File: src/rtl/quota_pkg.sv
package quota_pkg;
  parameter int NUM_BANKS    = 4;
  parameter int FIELD_W      = 4;
  parameter int FIELD_STRIDE = 8;
  parameter int QUOTA_SHIFT  = 2;
  localparam int CFG_W = NUM_BANKS * FIELD_STRIDE;
  localparam int CNT_W = FIELD_W + QUOTA_SHIFT;

  // Bits that carry a quota value; every other bit is reserved.
  function automatic logic [CFG_W-1:0] fieldMask();
    logic [CFG_W-1:0] m;
    m = '0;
    for (int b = 0; b < NUM_BANKS; b++) begin
      m[b*FIELD_STRIDE +: FIELD_W] = '1;
    end
    return m;
  endfunction

  localparam logic [CFG_W-1:0] FIELD_MASK = fieldMask();
  // Every quota value resets to all ones.
  localparam logic [CFG_W-1:0] RESET_CFG  = FIELD_MASK;

  typedef struct packed {
    logic [NUM_BANKS-1:0] cntInc;
    logic [NUM_BANKS-1:0] cntClr;
  } quota_strobe_t;
endpackage

File: src/rtl/quota_datapath.sv
module quota_datapath
  import quota_pkg::*;
(
  input  logic                          clk,
  input  logic                          rstN,
  input  logic                          cfgWrEn,
  input  logic [CFG_W-1:0]              cfgWrData,
  output logic [CFG_W-1:0]              cfgRdData,
  input  quota_strobe_t                 strobe,
  output logic [NUM_BANKS-1:0]          quotaLast,
  output logic [NUM_BANKS*FIELD_W-1:0]  actQFlat,
  output logic [NUM_BANKS*CNT_W-1:0]    cntFlat
);
  logic [CFG_W-1:0] cfgReg;

  always_ff @(posedge clk) begin
    if (!rstN)        cfgReg <= RESET_CFG;
    else if (cfgWrEn) cfgReg <= cfgWrData & FIELD_MASK;
  end

  assign cfgRdData = cfgReg;

  for (genvar gb = 0; gb < NUM_BANKS; gb++) begin : g_bank
    logic [FIELD_W-1:0] actQ;
    logic [FIELD_W-1:0] fieldVal;
    logic [CNT_W-1:0]   cnt;
    logic [CNT_W-1:0]   cntNext;
    logic [CNT_W-1:0]   limit;

    assign fieldVal = cfgReg[gb*FIELD_STRIDE +: FIELD_W];
    assign cntNext  = cnt + 1'b1;
    assign limit    = {actQ, {QUOTA_SHIFT{1'b0}}};

    always_ff @(posedge clk) begin
      if (!rstN) begin
        cnt  <= '0;
        actQ <= '1;
      end else if (strobe.cntClr[gb]) begin
        cnt  <= '0;
        actQ <= fieldVal;
      end else if (strobe.cntInc[gb]) begin
        cnt  <= cntNext;
      end
    end

    assign quotaLast[gb]                     = (actQ != '0) && (cntNext == limit);
    assign actQFlat[gb*FIELD_W +: FIELD_W]   = actQ;
    assign cntFlat[gb*CNT_W +: CNT_W]        = cnt;
  end
endmodule

File: src/rtl/quota_control.sv
module quota_control
  import quota_pkg::*;
(
  input  logic                 clk,
  input  logic                 rstN,
  input  logic [NUM_BANKS-1:0] dmaReq,
  input  logic [NUM_BANKS-1:0] dmaGnt,
  input  logic [NUM_BANKS-1:0] otherReq,
  input  logic [NUM_BANKS-1:0] otherDone,
  input  logic [NUM_BANKS-1:0] quotaLast,
  output quota_strobe_t        strobe,
  output logic [NUM_BANKS-1:0] yieldVec,
  output logic [NUM_BANKS-1:0] gatedReq
);
  logic [NUM_BANKS-1:0] incVec;
  logic [NUM_BANKS-1:0] clrVec;

  for (genvar gb = 0; gb < NUM_BANKS; gb++) begin : g_bank
    logic yieldQ;
    logic yieldD;
    logic incB;
    logic clrB;

    always_comb begin
      yieldD = yieldQ;
      incB   = 1'b0;
      clrB   = 1'b0;
      if (yieldQ) begin
        if (otherDone[gb]) begin
          yieldD = 1'b0;
          clrB   = 1'b1;
        end
      end else if (dmaGnt[gb]) begin
        if (quotaLast[gb]) begin
          clrB   = 1'b1;
          yieldD = otherReq[gb];
        end else begin
          incB   = 1'b1;
        end
      end else if (!dmaReq[gb]) begin
        clrB = 1'b1;
      end
    end

    always_ff @(posedge clk) begin
      if (!rstN) yieldQ <= 1'b0;
      else       yieldQ <= yieldD;
    end

    assign incVec[gb]   = incB;
    assign clrVec[gb]   = clrB;
    assign yieldVec[gb] = yieldQ;
    assign gatedReq[gb] = dmaReq[gb] & ~yieldQ;
  end

  assign strobe = '{cntInc: incVec, cntClr: clrVec};
endmodule

File: src/rtl/bank_quota_limiter.sv
module bank_quota_limiter
  import quota_pkg::*;
(
  input  logic                 clk,
  input  logic                 rstN,
  input  logic                 cfgWrEn,
  input  logic [CFG_W-1:0]     cfgWrData,
  output logic [CFG_W-1:0]     cfgRdData,
  input  logic [NUM_BANKS-1:0] dmaReq,
  input  logic [NUM_BANKS-1:0] dmaGnt,
  input  logic [NUM_BANKS-1:0] otherReq,
  input  logic [NUM_BANKS-1:0] otherDone,
  output logic [NUM_BANKS-1:0] gatedReq
);
  quota_strobe_t                 strobe;
  logic [NUM_BANKS-1:0]          quotaLast;
  logic [NUM_BANKS-1:0]          yieldVec;
  logic [NUM_BANKS*FIELD_W-1:0]  actQFlat;
  logic [NUM_BANKS*CNT_W-1:0]    cntFlat;

  quota_datapath u_dp (
    .clk       (clk),
    .rstN      (rstN),
    .cfgWrEn   (cfgWrEn),
    .cfgWrData (cfgWrData),
    .cfgRdData (cfgRdData),
    .strobe    (strobe),
    .quotaLast (quotaLast),
    .actQFlat  (actQFlat),
    .cntFlat   (cntFlat)
  );

  quota_control u_ctl (
    .clk       (clk),
    .rstN      (rstN),
    .dmaReq    (dmaReq),
    .dmaGnt    (dmaGnt),
    .otherReq  (otherReq),
    .otherDone (otherDone),
    .quotaLast (quotaLast),
    .strobe    (strobe),
    .yieldVec  (yieldVec),
    .gatedReq  (gatedReq)
  );
endmodule

File: config.mk
export PLATFORM = sky130hd
export DESIGN_NAME = bank_quota_limiter
export DESIGN_NICKNAME = d
export VERILOG_FILES = /design/src/rtl/quota_pkg.sv /design/src/rtl/quota_datapath.sv /design/src/rtl/quota_control.sv /design/src/rtl/bank_quota_limiter.sv
export SDC_FILE = /design/constraint.sdc
export NUM_CORES = 1
export LEC_CHECK = 0
export ABC_AREA = 1
export CORE_MARGIN = 5
export CORE_UTILIZATION = 40
export DETAILED_ROUTE_END_ITERATION = 8
export GPL_TIMING_DRIVEN = 0
export PLACE_DENSITY = 0.77
export SLEW_MARGIN = 0
export SYNTH_ARGS = -nofsm -noshare
export SYNTH_HDL_FRONTEND = slang
export SYNTH_HIERARCHICAL = 1
export SYNTH_SLANG_ARGS = --single-unit
File: constraint.sdc
create_clock -name clk -period 5.2 [get_ports clk]
set_clock_uncertainty 0.05 [all_clocks]
set_input_delay 0.78 -clock clk [delete_from_list [all_inputs] [get_ports clk]]
set_output_delay 0.78 -clock clk [all_outputs]
set_load 0.05 [all_outputs]
# Word level (Yosys, flattened, before mapping)

Cells that the tools add are included.

Output and inout port bits: 36
Register bits after elaboration: 60
Logic and storage cells: 90

Reductions and logical operators: 12
Mux-type cells: 48
Equal/unequal tests: 4
Bitwise operators: 9
Add/sub/neg operators: 4

Operators by type and width:

| cell                | count |
|---|---|
| $mux 1              | 48 |
| $add 6x1->6 const B | 4 |
| $eq 6x6->1          | 4 |
| $reduce_bool 4->1   | 4 |
| $reduce_or 2->1     | 4 |
| $not 1->1           | 5 |
| $and 1x1->1         | 4 |
| $logic_and 1x1->1   | 4 |

# Logic depth before layout (Yosys ltp)

Gate-level depths: netlist (run 1).

Word-level depth: 7
Depth in mapped cells: 20
Gate-level depth less buffers: 18

# Cells and area by module

The synthesis (run 1) kept the hierarchy.

By module, submodules not included:

| module         | times used | area an instance (µm²) | cells each |
|---|---|---|---|
| quota_datapath | 1          | 2,920.3                | 422 |
| quota_control  | 1          | 446.7                  | 77 |

# Worst setup path before layout (run 1)

Ideal clock, no wire load.

Path type: input-to-output
Start: input port dmaReq[2]
End: output port gatedReq[2]
Stages on the path: 2
Data required time: 4,370 ps
Path slack: 2,924 ps
Arrival: 1,446 ps
Cells stage by stage: inv_1 nor2_1

Longest elaborated chain between the ends: 1

Ends and longest elaborated chain:

| what        | line                     | source |
|---|---|---|
| from (decl) | bank_quota_limiter.sv:9  | `input logic [NUM_BANKS-1:0] dmaReq,` |
| $and 1x1->1 | quota_control.sv:53      | `assign gatedReq[gb] = dmaReq[gb] & ~yieldQ;` |
| to (decl)   | bank_quota_limiter.sv:13 | `output logic [NUM_BANKS-1:0] gatedReq` |

Every way passes these cells.

# Worst setup path in the final report (run 1)

Start: input port dmaReq[0]
End: output port gatedReq[0]

Same word-level chain as after synthesis.

==> flow_summary.yaml, run 1 <==
clocking:
  cts_tree: "done"
  cts-root-to-sink-buffers: 2
  clk_pin_slew_ns: 0.06
  postCtsHoldBufs: 0
  numCtsBuffers: 9
  clock-sinks: 60
  cts_resized: 0
  h-tree-depth: 3
  clock_latency_ns: 0.34
  cts-root-buf: "clkbuf_8"
  postCtsSetupBuffers: 0
place:
  dp_hpwl_microns: 5866
  place_congestion: 0.8812
  io_buffers: 53
  place_inst: 668
  dpl_cell_area_sq_mm: 0.004055
  pre_cts_slack_ns: 2.159
final_layout:
  most-common-layout-cells: "nand2_1 (119), inv_1 (64), dfxtp_1 (60)"
  drive_gt1_share_pct: 13.82
  mostFrequentLayoutCell: "nand2_1"
  antenna_cells: 0
  syn_to_final_growth_pct: 28.61
  layout.cells.non_filler: 684
  final_net_count: 633
  final_util_pct: 52.49
  fin_area_sq_mm: 0.004292
power:
  vdd_ir_drop_max_mv: 0.1252
  p_total_mw: 1.232
  powerDensity_mw_per_mm2: 287.0
  leakage_nw: 2.135
min_path:
  hold_path_class: "reg2reg"
global_routing:
  grt_pass1_wl_microns: 13030
  grt_antenna_before_repair: 0
  grt_overflow: 0
  grt_max_degree: 11
  grt_util_all_layers_pct: 15.59
  grt_pass1_vias: 3120
routing:
  drtIter0Drc: 119
  route.detailed.drc: 0
  vias: 3158
  drt-wirelength-per-cell_microns: 11.19
  viasPerCell: 4.617
  drt_pass1_iterations: 6
  ant_nets: 0
  drt_wl_total_microns: 7655
yosys:
  synthCells: 495
  yosys_warnings: 6
  syn_avg_cell_area_sq_um: 6.741
  synth_area_sq_mm: 0.003337
sta:
  worst_slew_pin_slew_ns: 0.5309
  slew_headroom_pct: 64.50
  finalCriticalPeriod_ns: 3.025
  timing.hold.ws_ns: 0.4419
  maxSlewViolCount: 0
  setup_tns_ns: 0
  grt_setup_unrepaired: "no"
  finalCritPeriodShare_pct: 58.17
  max_freq_mhz: 330.6
  finalWorstSetupSlack_ns: 2.175
  hold_violations: 0
  setup_viol: 0
worst_setup_path:
  crit_path_end_kind: "output port"
  required_ns: 4.37
  worst-endpoint-arrival_ns: 2.19
  crit_type: "in2out"
  critPathMaxFanout: 2
  startpoint_type: "input pin"
die:
  io_pins: 87
  fp-row-count: 33
  initial_core_util_pct: 40.82
  die_y_microns: 101.3
  core_area_sq_mm: 0.008175
  die_x_microns: 101.3
  dieArea_sq_mm: 0.01027
outcome:
  outcome: "finished clean"
job:
  max_cap_violations: 0
-- power by group --
part / internal (mW) / total, mW / switching, mW
registers: 0.487 / 0.510 / 0.0232
clock network: 0.309 / 0.487 / 0.178
logic: 0.0914 / 0.235 / 0.143
-- metal layers --
layer	wire length [microns]	track usage, %
met1	3448	18.51
met2	3658	26.71
met5	0	0
met4	109	6.748
met3	439	3.788
-- critical path, cell delays in order --
cell and delay, ns:
clkdlybuf4s50_1 0.45, inv_1 0.04, nor2_2 0.10, clkdlybuf4s50_1 0.81
-- cell type report --
type                       instances  area [sq um]
tap                              105         131.4
fill                             804          3884
clock inverter                     3         67.56
clock buffer                      13         168.9
timing repair buffer              53         530.5
inverter                          81         304.0
buffer                            39         264.0
sequential                        60          1201
multi-input combinational        330          1624
-- sequential cells by signal (all words and copies together), names as in the netlist --
name                 count
u_dp/cfgRdData          16
u_dp/g_bank.cnt         24
u_ctl/g_bank.yieldQ      4
u_dp/g_bank.actQ        16
-- worst paths after layout --
kind	start	end	slack, ns	depth (start not counted)
hold / removal	u_dp/cfgRdData[17]	u_dp/cfgRdData[17]	0.44	2
setup / recovery	dmaReq[0]	gatedReq[0]	2.18	4
setup reg to reg	u_dp/g_bank[3].cnt[0]	u_dp/g_bank[3].cnt[4]	2.68	20
hold reg to reg	u_dp/cfgRdData[17]	u_dp/cfgRdData[17]	0.44	2
No activity file was read; power rests on OpenSTA's default activity.
==> run 2: changes to the inputs <==
--- a/config.mk
+++ b/config.mk
@@ -10,7 +10,7 @@
 export CORE_UTILIZATION = 40
 export DETAILED_ROUTE_END_ITERATION = 8
 export GPL_TIMING_DRIVEN = 0
-export PLACE_DENSITY = 0.77
+export PLACE_DENSITY = 0.79
 export SLEW_MARGIN = 0
 export SYNTH_ARGS = -nofsm -noshare
 export SYNTH_HDL_FRONTEND = slang
==> constraint.sdc (replaced) <==
create_clock -name clk -period 2.5 [get_ports clk]
set_clock_uncertainty 0.05 [all_clocks]
set_input_delay 0.375 -clock clk [delete_from_list [all_inputs] [get_ports clk]]
set_output_delay 0.375 -clock clk [all_outputs]
set_load 0.05 [all_outputs]
==> flow_summary.yaml, run 2 (synthesized netlist as in run 1, its figures left out) <==
outcome:
  outcome: "finished clean"
die:
  dieArea_sq_mm: 0.01027
  die_y_microns: 101.3
  die_x_microns: 101.3
  io_pins: 87
  core_area_sq_mm: 0.008175
  initial_core_util_pct: 40.82
  fp-row-count: 33
sta:
  finalCritPeriodShare_pct: 90.61
  max_freq_mhz: 441.4
  maxSlewViolCount: 0
  hold_violations: 0
  setup_viol: 0
  setup_tns_ns: 0
  grt_setup_unrepaired: "no"
  slew_headroom_pct: 64.24
  finalCriticalPeriod_ns: 2.265
  worst_slew_pin_slew_ns: 0.5348
place:
  dp_hpwl_microns: 6173
  place_congestion: 0.9253
  io_buffers: 53
  place_inst: 668
worst_setup_path:
  crit_type: "reg2reg"
  crit_path_end_kind: "flop"
  startpoint_type: "flop"
  reg2regPathDepth: 20
  r2r-start: "u_dp/g_bank[2].cnt[0]"
  ff2ff_setup_slack_ns: 0.23
  worst-endpoint-arrival_ns: 2.45
  required_ns: 2.69
  critPathMaxFanout: 9
  r2r_end: "u_dp/g_bank[2].cnt[4]"
clocking:
  numCtsBuffers: 9
  clk_pin_slew_ns: 0.07
  cts-root-to-sink-buffers: 2
  cts_tree: "done"
  h-tree-depth: 3
  clock_latency_ns: 0.34
  cts-root-buf: "clkbuf_8"
  clock-sinks: 60
power:
  vdd_ir_drop_max_mv: 0.2907
  leakage_nw: 2.138
  powerDensity_mw_per_mm2: 611.5
final_layout:
  final_net_count: 630
  largest_register_ffs: 24
  mostFrequentLayoutCell: "nand2_1"
  drive_gt1_share_pct: 16.84
  syn_to_final_growth_pct: 30.52
  antenna_cells: 0
  layout.cells.non_filler: 681
  most-common-layout-cells: "nand2_1 (119), inv_1 (63), clkdlybuf4s50_1 (53)"
  final_util_pct: 53.28
  largest_register: "u_dp/g_bank.cnt"
min_path:
  hold_start: "cfgWrEn"
  hold_path_class: "in2reg"
  hold_path_end: "u_dp/cfgRdData[9]"
  worstHoldPathCells: 3
routing:
  route.detailed.drc: 0
  vias: 3246
  drt_wl_total_microns: 8286
  drt-wirelength-per-cell_microns: 12.17
  drt_pass1_iterations: 4
  ant_nets: 0
  viasPerCell: 4.767
  drtIter0Drc: 135
global_routing:
  grt_pass1_wl_microns: 13990
  grt_max_degree: 11
  grt_overflow: 0
  grt_util_all_layers_pct: 16.83
  grt_pass1_vias: 3169
  grt_antenna_before_repair: 0
job:
  max_cap_violations: 0
==> run 2: worst max-delay path by stage <==
stage,slack [ns],start,end
2_1_floorplan,0.40,u_dp/g_bank[3].cnt[0],u_dp/g_bank[3].cnt[3]
3_3_place_gp,0.16,u_dp/g_bank[3].cnt[0],u_dp/g_bank[3].cnt[4]
3_5_place_dp,0.08,u_dp/g_bank[3].cnt[0],u_dp/g_bank[3].cnt[3]
4_1_cts,0.06,u_dp/g_bank[3].cnt[0],u_dp/g_bank[3].cnt[3]
5_1_grt,0.01,u_dp/g_bank[2].cnt[1],u_dp/g_bank[2].cnt[4]
6_report,0.23,u_dp/g_bank[2].cnt[0],u_dp/g_bank[2].cnt[4]
==> run 2: area by class of cell <==
type / count / area (sq um)
fillers: 771 / 3820
well taps: 105 / 131.4
multi-input cells: 330 / 1662
flip-flops and latches: 60 / 1219
plain buffers: 34 / 244.0
repair buffers: 55 / 545.5
inverters: 81 / 304.0
clock inverters: 4 / 95.09
clock buffers: 12 / 155.1
==> run 2: worst max-delay path, stage by stage (launching register included) <==
cell and delay [ns]:
dfxtp_4 0.38, ha_4 0.16, nand3_1 0.07, nand2_1 0.10
nand2_1 0.09, nand2_1 0.07, nand2_1 0.05, nor2_1 0.11
nand2_1 0.07, nor2_2 0.15, nand2_1 0.06, o21ai_0 0.07
nand2_1 0.07, o21ai_1 0.07, buf_4 0.11, buf_4 0.16
nor2_4 0.06, inv_2 0.08, a21oi_1 0.05, o21ai_1 0.08
inv_1 0.05
==> run 2: report_power, final <==
part           internal [mW]  switching, mW
Sequential              1.01         0.0480
Combinational          0.193          0.308
Clock                  0.715          0.385
==> run 2: per-stage QoR <==
step           setup slack [ns]  area, sq um  hold WS, ns  power, mW
2_1_floorplan            0.4036         3393       0.4118      1.417
3_3_place_gp             0.1555         4055       0.4210      1.556
3_5_place_dp            0.08457         4055       0.4271      1.570
4_1_cts                 0.05793         4305       0.3092      2.665
5_1_grt                 0.01480         4355       0.3425      2.766
6_report                 0.2347         4355       0.3317      2.663
==> run 2: timing repair <==
| item | CTS | global route |
|---|---|---|
| gates resized for setup | 0 | 22 |
| hold buffers | 0 | 0 |
| endpoints found under the setup margin | 0 | 24 |
| buffers inserted | 0 | 2 |
| hold endpoints to repair | 0 | 0 |
==> run 2: per-layer routing <==
metal,GRT usage (%),part of all wire (%),vias to the layer above
li1,-,-,1677
met1,19.81,44,1474
met2,29.33,49,80
met3,3.650,5.8,15
met4,7.362,1.8,0
met5,0,0,-
==> run 3: changes to the inputs <==
--- a/config.mk
+++ b/config.mk
@@ -8,11 +8,11 @@
 export ABC_AREA = 1
 export CORE_MARGIN = 5
 export CORE_UTILIZATION = 40
+export CTS_BUF_LIST = sky130_fd_sc_hd__clkbuf_16
 export DETAILED_ROUTE_END_ITERATION = 8
 export GPL_TIMING_DRIVEN = 0
 export PLACE_DENSITY = 0.79
 export SLEW_MARGIN = 0
 export SYNTH_ARGS = -nofsm -noshare
 export SYNTH_HDL_FRONTEND = slang
-export SYNTH_HIERARCHICAL = 1
 export SYNTH_SLANG_ARGS = --single-unit
==> flow_summary.yaml, run 3 <==
power:
  leakage_nw: 2.275
  vdd_ir_drop_max_mv: 0.4474
  powerDensity_mw_per_mm2: 622.8
  p_total_mw: 2.759
job:
  max_cap_violations: 0
yosys:
  synth.most_common_cell: "nand2_1"
  synth_seq_area_share_pct: 35.19
  yosys-top-cells-count: "nand2_1 (174), nand3_1 (104), inv_1 (81), dfxtp_1 (60), nor2_1 (29)"
  synth_edf_count: 0
  synthFlopType: "dfxtp_1"
  synth.area.top_cells: "dfxtp_1 (35%), nand2_1 (19%), nand3_1 (15%), inv_1 (8.9%), buf_4 (4.2%)"
  yosys_warnings: 0
  synth_area_leader_cell: "dfxtp_1"
  async_flop_share_pct: 0
  syn_avg_cell_area_sq_um: 6.356
  synth_cell_type_count: 25
  synthCells: 537
  synth_top_cell_area_share_pct: 35.19
  ys_ff_latch: 60
  synth_area_sq_mm: 0.003413
die:
  fp-row-count: 33
  dieArea_sq_mm: 0.01048
  die_y_microns: 102.4
  io_pins: 87
  core_area_sq_mm: 0.008258
  initial_core_util_pct: 41.33
  die_x_microns: 102.4
sta:
  grt_setup_unrepaired: "no"
  slew_headroom_pct: 60.56
  hold_violations: 0
  finalCritPeriodShare_pct: 89.60
  setup_tns_ns: 0
  finalCriticalPeriod_ns: 2.240
  worst_slew_pin_slew_ns: 0.5895
  maxSlewViolCount: 0
  setup_viol: 0
  max_freq_mhz: 446.4
place:
  dp_hpwl_microns: 6310
  place_congestion: 0.8729
  dpl_cell_area_sq_mm: 0.004121
  io_buffers: 52
clocking:
  cts_resized: 0
  postCtsSetupBuffers: 0
  clock-sinks: 60
  numCtsBuffers: 9
  clock_latency_ns: 0.33
  clk_pin_slew_ns: 0.05
  cts-root-to-sink-buffers: 2
  h-tree-depth: 3
  cts-root-buf: "clkbuf_16"
  cts_tree: "done"
  postCtsHoldBufs: 0
worst_setup_path:
  worst-endpoint-arrival_ns: 1.81
  required_ns: 2.08
  critPathMaxFanout: 2
  crit_type: "in2out"
  startpoint_type: "input pin"
  crit_path_end_kind: "output port"
  ff2ff_setup_slack_ns: 0.42
final_layout:
  most-common-layout-cells: "nand2_1 (174), nand3_1 (104), inv_1 (82)"
  fin_area_sq_mm: 0.004429
  syn_to_final_growth_pct: 29.77
  drive_gt1_share_pct: 8.710
  antenna_cells: 0
  largest_register_ffs: 24
  final_net_count: 674
  fillCellCount: 779
  largest_register: "u_dp.g_bank.cnt"
  mostFrequentLayoutCell: "nand2_1"
min_path:
  hold_path_class: "in2reg"
routing:
  drt_pass1_iterations: 4
  vias: 3463
  ant_nets: 0
  route.detailed.drc: 0
  drtIter0Drc: 139
  drt_wl_total_microns: 8708
  drt-wirelength-per-cell_microns: 12.01
  viasPerCell: 4.777
global_routing:
  grt_pass1_vias: 3250
  grt_overflow: 0
  grt_util_all_layers_pct: 17.37
  grt_max_degree: 11
  grt_antenna_before_repair: 0
  grt_pass1_wl_microns: 14540
outcome:
  outcome: "finished clean"
[run 3: cell types whose count changed in the layout (fill, tap and decap cells not counted), moves of 19 or more]
cell / before / now
a21oi_1: 35 / 12
nand2_1: 119 / 174
inv_1: 63 / 82
o21ai_0: 26 / 4
nand3_1: 51 / 104
[run 3: layout make-up]
type / count / area (sq um) / area share, %
sequential: 60 / 1201 / 27.12
clock inverter: 7 / 82.58 / 1.864
tap: 105 / 131.4 / 2.966
buffer: 27 / 181.4 / 4.096
clock buffer: 9 / 225.2 / 5.085
multi-input combinational: 384 / 1783 / 40.25
inverter: 81 / 304.0 / 6.864
timing repair buffer: 52 / 520.5 / 11.75
[run 3: path summary, 6_finish.rpt]
path	from	end	cells after the start
setup / recovery	dmaReq[2]	gatedReq[2]	4
setup reg to reg	u_dp.g_bank[2].cnt[0]	u_dp.g_bank[2].cnt[0]	11
hold / removal	rstN	u_dp.cfgRdData[18]	2
hold reg to reg	u_dp.g_bank[1].actQ[0]	u_dp.g_bank[1].actQ[0]	2
[run 3: per-stage QoR]
step	cells	hold slack (ns)	worst slack, ns	utilization [%]
floorplan	552	0.3789	0.7131	-
global placement	709	0.3934	0.2711	49.91
detailed placement	709	0.3972	0.2477	49.91
CTS	725	0.3005	0.2401	53.64
global route	725	0.3118	0.1996	53.64
finish	725	0.3009	0.2600	53.64
[run 3: metal layers]
metal  wire length [microns]  global-route usage, %
met1                    3682                  20.51
met2                    4285                  29.79
met3                     523                  3.276
met4                     217                  9.183
met5                       0                      0
[run 3: cells by family after synthesis]
kind of cell | share of synthesized area, %
buffers and inverters | 14.22
AOI/OAI and AO/OA | 2.786
adders and majority gates | 2.933
other | 0.1099
DFF | 35.19
xor gates and xnor gates | 0.5133
and+or+nand+nor | 44.24
[run 3: critical path: stages]
cell and delay [ns]:
clkdlybuf4s50_1 0.45, inv_1 0.03, nor2_1 0.12, clkdlybuf4s50_1 0.83
[run 3: power by group]
part	leakage, nW	switching (mW)	internal [mW]
sequential	0.493	0.0407	1.00
combinational	1.62	0.274	0.157
clock	0.158	0.426	0.859
